File: src/rtl/dpll_pkg.sv
package dpll_pkg;

  typedef logic [2:0] units_t;

  typedef enum logic {
    OVS_3X = 1'b0,
    OVS_2X = 1'b1
  } ovs_mode_e;

  localparam int MAX_UNITS = 7;

  // Next sample interval in units, given the mode, whether this is the
  // decision sample, and the three newest transition flags (bit 0 newest).
  function automatic units_t pick_interval(ovs_mode_e m, logic is_dec, logic [2:0] h);
    units_t u;
    if (m == OVS_3X) begin
      u = 3'd4;
      if (is_dec) begin
        if (h == 3'b001)      u = 3'd5;
        else if (h == 3'b100) u = 3'd3;
      end
    end else begin
      u = 3'd6;
      if (is_dec) begin
        if (h[1:0] == 2'b01)      u = 3'd7;
        else if (h[1:0] == 2'b10) u = 3'd5;
      end
    end
    return u;
  endfunction

endpackage

File: src/rtl/dpll_interval_timer.sv
module dpll_interval_timer
  import dpll_pkg::*;
#(
  parameter int TICKS = 8
) (
  input  logic   clk,
  input  logic   rst_n,
  input  units_t interval_units,
  output logic   stb
);

  localparam int CNT_W = $clog2(MAX_UNITS * TICKS + 1);

  logic [CNT_W-1:0] cnt_q, cnt_d;
  logic             armed_q;

  always_comb begin
    stb   = armed_q && (cnt_q == '0);
    cnt_d = cnt_q;
    if (stb)
      cnt_d = CNT_W'(interval_units) * CNT_W'(TICKS) - CNT_W'(1);
    else if (armed_q)
      cnt_d = cnt_q - CNT_W'(1);
  end

  always_ff @(posedge clk or negedge rst_n) begin
    if (!rst_n) begin
      cnt_q   <= '0;
      armed_q <= 1'b0;
    end else begin
      armed_q <= 1'b1;
      cnt_q   <= cnt_d;
    end
  end

endmodule

File: src/rtl/dpll_phase_ctl.sv
module dpll_phase_ctl
  import dpll_pkg::*;
#(
  parameter int HIST_W = 5
) (
  input  logic      clk,
  input  logic      rst_n,
  input  logic      stb,
  input  ovs_mode_e mode,
  input  logic      sample,
  output logic      decide,
  output units_t    interval_units
);

  logic [HIST_W-1:0] hist_q, hist_d;
  logic              prev_q;
  logic [1:0]        phase_q, phase_d, phase_last;
  logic              is_dec;

  always_comb begin
    hist_d         = {hist_q[HIST_W-2:0], sample ^ prev_q};
    is_dec         = (phase_q == 2'd0);
    decide         = stb && is_dec;
    interval_units = pick_interval(mode, is_dec, hist_d[2:0]);
    phase_last     = (mode == OVS_2X) ? 2'd1 : 2'd2;
    phase_d        = (phase_q >= phase_last) ? 2'd0 : phase_q + 2'd1;
  end

  always_ff @(posedge clk or negedge rst_n) begin
    if (!rst_n) begin
      hist_q  <= '0;
      prev_q  <= 1'b0;
      phase_q <= 2'd0;
    end else if (stb) begin
      hist_q  <= hist_d;
      prev_q  <= sample;
      phase_q <= phase_d;
    end
  end

endmodule

File: src/rtl/dpll_nrzi_deser.sv
module dpll_nrzi_deser #(
  parameter int WORD_W = 16
) (
  input  logic              clk,
  input  logic              rst_n,
  input  logic              decide,
  input  logic              sample,
  output logic              word_valid,
  output logic [WORD_W-1:0] word_data
);

  localparam logic [WORD_W:0] MARK = {1'b1, {WORD_W{1'b0}}};

  logic [WORD_W:0]   acc_q, acc_d, shifted;
  logic              level_q;
  logic              valid_d;
  logic [WORD_W-1:0] word_q, word_d;

  always_comb begin
    shifted = {sample == level_q, acc_q[WORD_W:1]};
    acc_d   = acc_q;
    word_d  = word_q;
    valid_d = 1'b0;
    if (decide) begin
      if (shifted[0]) begin
        word_d  = shifted[WORD_W:1];
        valid_d = 1'b1;
        acc_d   = MARK;
      end else begin
        acc_d = shifted;
      end
    end
  end

  always_ff @(posedge clk or negedge rst_n) begin
    if (!rst_n) begin
      acc_q      <= MARK;
      level_q    <= 1'b0;
      word_q     <= '0;
      word_valid <= 1'b0;
    end else begin
      word_valid <= valid_d;
      word_q     <= word_d;
      acc_q      <= acc_d;
      if (decide) level_q <= sample;
    end
  end

  assign word_data = word_q;

endmodule

File: src/rtl/dpll_nrzi_rx.sv
module dpll_nrzi_rx
  import dpll_pkg::*;
#(
  parameter int TICKS_PER_UNIT = 8,
  parameter int WORD_W         = 16,
  parameter int SYNC_STAGES    = 2
) (
  input  logic              clk,
  input  logic              rst_n,
  input  logic              mode_2x,
  input  logic              rx_line,
  output logic              sample_stb,
  output logic              word_valid,
  output logic [WORD_W-1:0] word_data
);

  logic [SYNC_STAGES-1:0] sync_q;
  logic                   rx_s;
  logic                   decide;
  units_t                 next_units;
  ovs_mode_e              mode;

  assign mode = ovs_mode_e'(mode_2x);

  always_ff @(posedge clk or negedge rst_n) begin
    if (!rst_n) sync_q <= '0;
    else        sync_q <= {sync_q[SYNC_STAGES-2:0], rx_line};
  end
  assign rx_s = sync_q[SYNC_STAGES-1];

  dpll_interval_timer #(.TICKS(TICKS_PER_UNIT)) u_timer (
    .clk            (clk),
    .rst_n          (rst_n),
    .interval_units (next_units),
    .stb            (sample_stb)
  );

  dpll_phase_ctl #(.HIST_W(5)) u_phase (
    .clk            (clk),
    .rst_n          (rst_n),
    .stb            (sample_stb),
    .mode           (mode),
    .sample         (rx_s),
    .decide         (decide),
    .interval_units (next_units)
  );

  dpll_nrzi_deser #(.WORD_W(WORD_W)) u_deser (
    .clk        (clk),
    .rst_n      (rst_n),
    .decide     (decide),
    .sample     (rx_s),
    .word_valid (word_valid),
    .word_data  (word_data)
  );

endmodule

File: config.mk
export PLATFORM = sky130hd
export DESIGN_NAME = dpll_nrzi_rx
export DESIGN_NICKNAME = d
export VERILOG_FILES = /design/src/rtl/dpll_pkg.sv /design/src/rtl/dpll_interval_timer.sv /design/src/rtl/dpll_phase_ctl.sv /design/src/rtl/dpll_nrzi_deser.sv /design/src/rtl/dpll_nrzi_rx.sv
export SDC_FILE = /design/constraint.sdc
export NUM_CORES = 1
export LEC_CHECK = 0
export CORE_ASPECT_RATIO = 0.7
export CORE_UTILIZATION = 58
export CTS_BUF_LIST = sky130_fd_sc_hd__clkbuf_8
export CTS_CLUSTER_SIZE = 40
export DETAILED_ROUTE_END_ITERATION = 10
export HOLD_SLACK_MARGIN = 0.02
export PLACE_DENSITY = 0.86
export SYNTH_ARGS = -nofsm -noshare
export SYNTH_HDL_FRONTEND = slang
export SYNTH_SLANG_ARGS = --single-unit
File: constraint.sdc
create_clock -name clk -period 2.3 [get_ports clk]
set_clock_uncertainty 0.05 [all_clocks]
set_input_delay 0.23 -clock clk [delete_from_list [all_inputs] [get_ports clk]]
set_output_delay 0.23 -clock clk [all_outputs]
set_load 0.02 [all_outputs]
# Word level (Yosys, flattened, before mapping)
# Cells that the tools add are included.
# word_totals
output_inout_bits	18
ff_bits	49
wordCells	40
in_bits	4
# classes
mux	14
n_reduce_logical	6
eq_ne	5
addsub	3
order_cmp	1
n_bitwise	1
# op_table
operator	n
$mux W3	6
$mux W17	1
$mux W6	2
$sub A6 B1 Y6 const B	2
$logic_not A6 Y1	1
$mux W2	3
$eq A3 B1 Y1 const B	1
$eq A3 B3 Y1 const B	1
$add A2 B1 Y2 const B	1
$eq A2 B1 Y1 const B	1
$eq A2 B2 Y1 const B	1
$ge A2 B2 Y1	1
$logic_and A1 B1 Y1	2
$logic_not A2 Y1	1
$mux W1	2
$reduce_and A2 Y1	1
$reduce_bool A2 Y1	1
$eq A1 B1 Y1	1
$xor A1 B1 Y1	1

# Depth between registers and ports, before layout
# depth
ltp_word	8
depth_mapped	8
ltp_nobuf	8

# Cells and area by module
# From an unflattened synthesis, not the netlist that was laid out.
# unflattened
hier_cells	178
hier_area_um2	2182.1
# by_module_without_submodules
mod	cells_each	area_each_um2	seq_area_each_um2	instances
dpll_nrzi_deser	99	1365.1	852.1	1
dpll_interval_timer	40	396.6	175.2	1
dpll_phase_ctl	37	370.4	125.1	1
dpll_nrzi_rx	2	50.0	50.0	1

# Worst setup path after synthesis
# No wires, ideal clock.
# synth_path
kind	register to register
from	register u_phase.phase_q[0]
to	register u_timer.cnt_q[4]
t_arrival_ps	1709
synth_period_minus_slack_ps	1883
setup_ps	125
required_time_ps	2125
slack_ps	417
n_path_buf	0
path_stages_with_launch	9
path_cell_list	dfrtp_1 inv_1 ha_1 nand2_1 nor4_1 a21oi_1 ha_1 a21oi_1 mux2_2
# synth_between
elab_chain_cells	5
elab_cells_between_ends	6
cone_classes	add/sub: 1; mux: 4; reduce/logical: 1
# synth_rtl
item	line_no	rtl
start, declared	dpll_phase_ctl.sv:17	logic [1:0] phase_q, phase_d, phase_last;
start signal, assigned	dpll_phase_ctl.sv:37	phase_q <= phase_d;
$logic_not A2 Y1 (*)	dpll_phase_ctl.sv:22	is_dec = (phase_q == 2'd0);
$mux W3, on equally long branches	dpll_pkg.sv:18, dpll_pkg.sv:24	
$mux W3 (*)	dpll_pkg.sv:16	if (m == OVS_3X) begin
$sub A6 B1 Y6 (*)	dpll_interval_timer.sv:21	cnt_d = CNT_W'(interval_units) * CNT_W'(TICKS) - CNT_W'(1);
$mux W6 (*)	dpll_interval_timer.sv:20	if (stb)
end signal, assigned	dpll_interval_timer.sv:32	cnt_q <= cnt_d;
end, declared	dpll_interval_timer.sv:14	logic [CNT_W-1:0] cnt_q, cnt_d;
# Mark *: on every way between the ends. The rest lies on a longest branch, timed or not.
# A chain may end at the register's enable or synchronous reset.

# Final worst setup path
# layout_path
from	register u_timer.cnt_q[1]
to	output port sample_stb
# layout_between
elab_chain_cells	2
# layout_rtl
item	line_no	rtl
$logic_not A6 Y1	dpll_interval_timer.sv:18	stb = armed_q && (cnt_q == '0);
$logic_and A1 B1 Y1	dpll_interval_timer.sv:18	
end, declared	dpll_nrzi_rx.sv:12	output logic sample_stb,
# Every way passes these cells.

==> impl_metrics.tcl <==
set metrics [dict create \
    run_status "finished, final reports clean" \
    worst_hold_path_type "reg -> reg" \
    synth.distinct_cells 36 \
    crit_path_end_kind "output port" \
    io_pins 22 \
    clockBufferDepth 2 \
    syn_inst 186 \
    synth_top_flop_cell "dfrtp_1" \
    synth.area.top_cells "dfrtp_1, mux2_4, o21ai_0, mux2_2, nand2_1" \
    initial_core_util_pct 61.3 \
    startpoint_type "flop" \
    finalPower_mw 2.22 \
    critical_path_class "reg -> out" \
    final.period_utilization_pct 92.5 \
    ys_async_sr_fraction_pct 100 \
    required_ns 2.02 \
    yosysSeqAreaShare_pct 55.5 \
    combPwrFrac_pct 22.5 \
    ant_nets 0 \
    switchingPower_mw 0.661 \
    period_needed_ns 2.13 \
    clockPowerShare_pct 29.9 \
    antenna_cells 0 \
    drtIter0Drc 129 \
    critical-path-top-delay-family "buffers and inverters" \
    synth_edf_count 0 \
    syn2layout_area_growth_pct 18.3 \
    dieArea_um2 3990 \
    p_leak_nw 1.21 \
    wl_met3_um 122 \
    synthesis.nets 198 \
    cap_violations 0 \
    placed_cells 254 \
    grt_pass1_vias 1381 \
    drive_gt1_share_pct 18.8 \
    dr.pass1.iters 4 \
    path_clk_slew_ns 0.08 \
    rsz0062_at_grt "no" \
    cts_setup_buffers 0 \
    cp_data_arrival_time_ns 1.85 \
    drt-total-wl_um 3770 \
    seq_power_share_pct 47.6 \
    fmax_mhz 470 \
    fill_cells 252 \
    topRoutingLayerUsed "met4" \
    hold_viol 0 \
    htree_levels 2 \
    tightest_slew_ns 0.597 \
    cp_cell_sequence "inv_1 > ha_1 > and4bb_4 > nand2_4 > inv_6 > dlygate4sd2_1" \
    wl_met1_um 1800 \
    slowest_stage "dfrtp_1" \
    clock_latency_ns 0.30 \
    worst-path-buf-inv 3 \
    syn_area_um2 2170 \
    cts_tree "yes" \
    fin_nets 224 \
    row_count 18 \
    cp_slowest_stage_delay_ns 0.42 \
    design_area_um2 2560 \
    synth_seq_cells 48 \
    finalMaxSlewViolations 0 \
    grt_max_degree 49 \
    cts_buffers 5 \
    place_congestion 0.737 \
    drc 0 \
    wl_per_cell_um 14.3 \
    ys_warn_count 0 \
    intPower_mw 1.56 \
    placed_cell_area_um2 2430 \
    stdcell_count 263 \
    slew_headroom_pct 60.2 \
    holdWs_ns 0.303 \
    power_density_nw_per_um2 868 \
    finalSetupTns_ns 0 \
    synth_top_area_cell "dfrtp_1" \
    setup_viol 0 \
    grt_pass1_wl_um 6530 \
    antenna_found_initial 0 \
    worst_ir_drop_vdd_mv 0.638 \
    place_hpwl_um 2530 \
    io_buffers 21 \
    synth_top_area_share_pct 54.3 \
    sw_frac_of_total_pct 29.7 \
    vias_per_cell 5.24 \
    wl_met2_um 1770 \
    core_um2 3540 \
    clock_sinks 48 \
    overflow 0 \
    syn_avg_cell_area_um2 11.6 \
    die_w_um 75.0 \
    grt_usage_pct 23.4 \
    fp.dieH_um 53.1 \
    clock-root-buffer "clkbuf_8" \
    path_max_fanout 10 \
    vias 1377 \
]
logic make-up (layout without fill, tap and decap cells):
| kind of cell | count (synthesis) | after routing | synth area share, % |
|---|---|---|---|
| XOR/XNOR | 5 | 5 | 2.37 |
| other | 1 | 1 | 0.173 |
| flip-flops | 48 | 48 | 55.5 |
| multiplexers | 18 | 18 | 10.9 |
| buffers and inverters | 17 | 44 | 3.70 |
| adder cells (fa/ha/maj) | 8 | 8 | 4.62 |
| AO/OA/AOI/OAI | 30 | 30 | 8.03 |
| AND/OR/NAND/NOR | 59 | 59 | 14.7 |
what timing repair did:
| action | CTS | global route |
|---|---|---|
| setup endpoints to repair | 1 | 0 |
| hold buffers | 1 | 0 |
| hold endpoints to repair | 47 | 0 |
| gates resized for setup | 1 | 0 |
Yosys cell counts (3+ instances only):
| library cell | instances |
|---|---|
| dfrtp_1 | 47 |
| inv_1 | 8 |
| xnor2_1 | 3 |
| a21oi_1 | 3 |
| nand2_1 | 27 |
| nor2_1 | 4 |
| clkbuf_1 | 5 |
| mux2_4 | 9 |
| ha_1 | 8 |
| nand3_1 | 3 |
| mux2_2 | 9 |
| o21ai_0 | 22 |
| nand2b_1 | 15 |
final cells by class:
class / instances / area, um2 / area share, %
inverters: 10 / 42.5 / 1.66
clock inverters: 1 / 30.0 / 1.17
repair buffers: 26 / 244 / 9.53
clock buffers: 7 / 96.3 / 3.76
multi-input cells: 121 / 883 / 34.5
well taps: 50 / 62.6 / 2.44
flip-flops and latches: 48 / 1200 / 46.9
through the flow:
stage	worst slack (ns)	utilization, %
floorplan	0.417	-
global route	0.0623	72.4
global placement	0.302	68.6
finish	0.172	72.4
detailed placement	0.232	68.6
CTS	0.156	72.4
power groups by stage:
stage / sequential, mW / combinational [mW] / clock, mW
2_1_floorplan: 1.05 / 0.362 / 0
3_5_place_dp: 1.07 / 0.496 / 0
6_report: 1.06 / 0.499 / 0.664
4_1_cts: 1.06 / 0.502 / 0.666
5_1_grt: 1.08 / 0.574 / 0.696
3_3_place_gp: 1.06 / 0.443 / 0
layout by cell type, fill, tap and decap left out, types with 3 or more instances in the layout:
cell	netlist	layout
mux2_4	9	9
nand3_1	3	3
buf_4	1	4
o21ai_0	22	22
mux2_2	9	9
inv_1	8	8
clkbuf_8	0	7
nand2_1	27	27
clkdlybuf4s50_1	0	19
xnor2_1	3	3
nor2_1	4	4
nand2b_1	15	15
a21oi_1	3	3
dfrtp_1	47	47
ha_1	8	8
routing by layer:
metal	up-vias	global-route usage, %
li1	669	-
met5	-	0
met1	674	30.4
met4	0	8.49
met2	26	37.8
met3	8	6.48
worst paths after layout:
path | startpoint | to | slack (ns) | cells past startpoint
max reg2reg | u_phase.phase_q[0] | u_timer.cnt_q[4] | 0.24 | 8
max | u_timer.cnt_q[1] | sample_stb | 0.17 | 6
min in group asynchronous | rst_n | u_deser.word_valid | 0.50 | 3
max in group asynchronous | rst_n | u_deser.level_q | 1.30 | 3
min reg2reg | sync_q[0] | sync_q[1] | 0.30 | 0
min | sync_q[0] | sync_q[1] | 0.30 | 0
registers in the layout, summed over array words and instances, names as in the netlist:
name and count:
u_deser.word_data 16, u_phase.phase_q 2, u_deser.word_valid 1, u_deser.acc_q 16, u_timer.armed_q 1, sync_q 2, u_phase.hist_q 2, u_timer.cnt_q 6
u_phase.prev_q 1, u_deser.level_q 1
worst register-to-register path: cells and delay by family (launching register included):
family | cells | cell delay (ns)
muxes | 1 | 0.26
adders and majority gates | 2 | 0.51
buffers and inverters | 1 | 0.12
and+or+nand+nor | 2 | 0.47
AOI/OAI and AO/OA | 2 | 0.18
DFF | 1 | 0.36
Note: power is estimated with default switching activity, not from simulation.
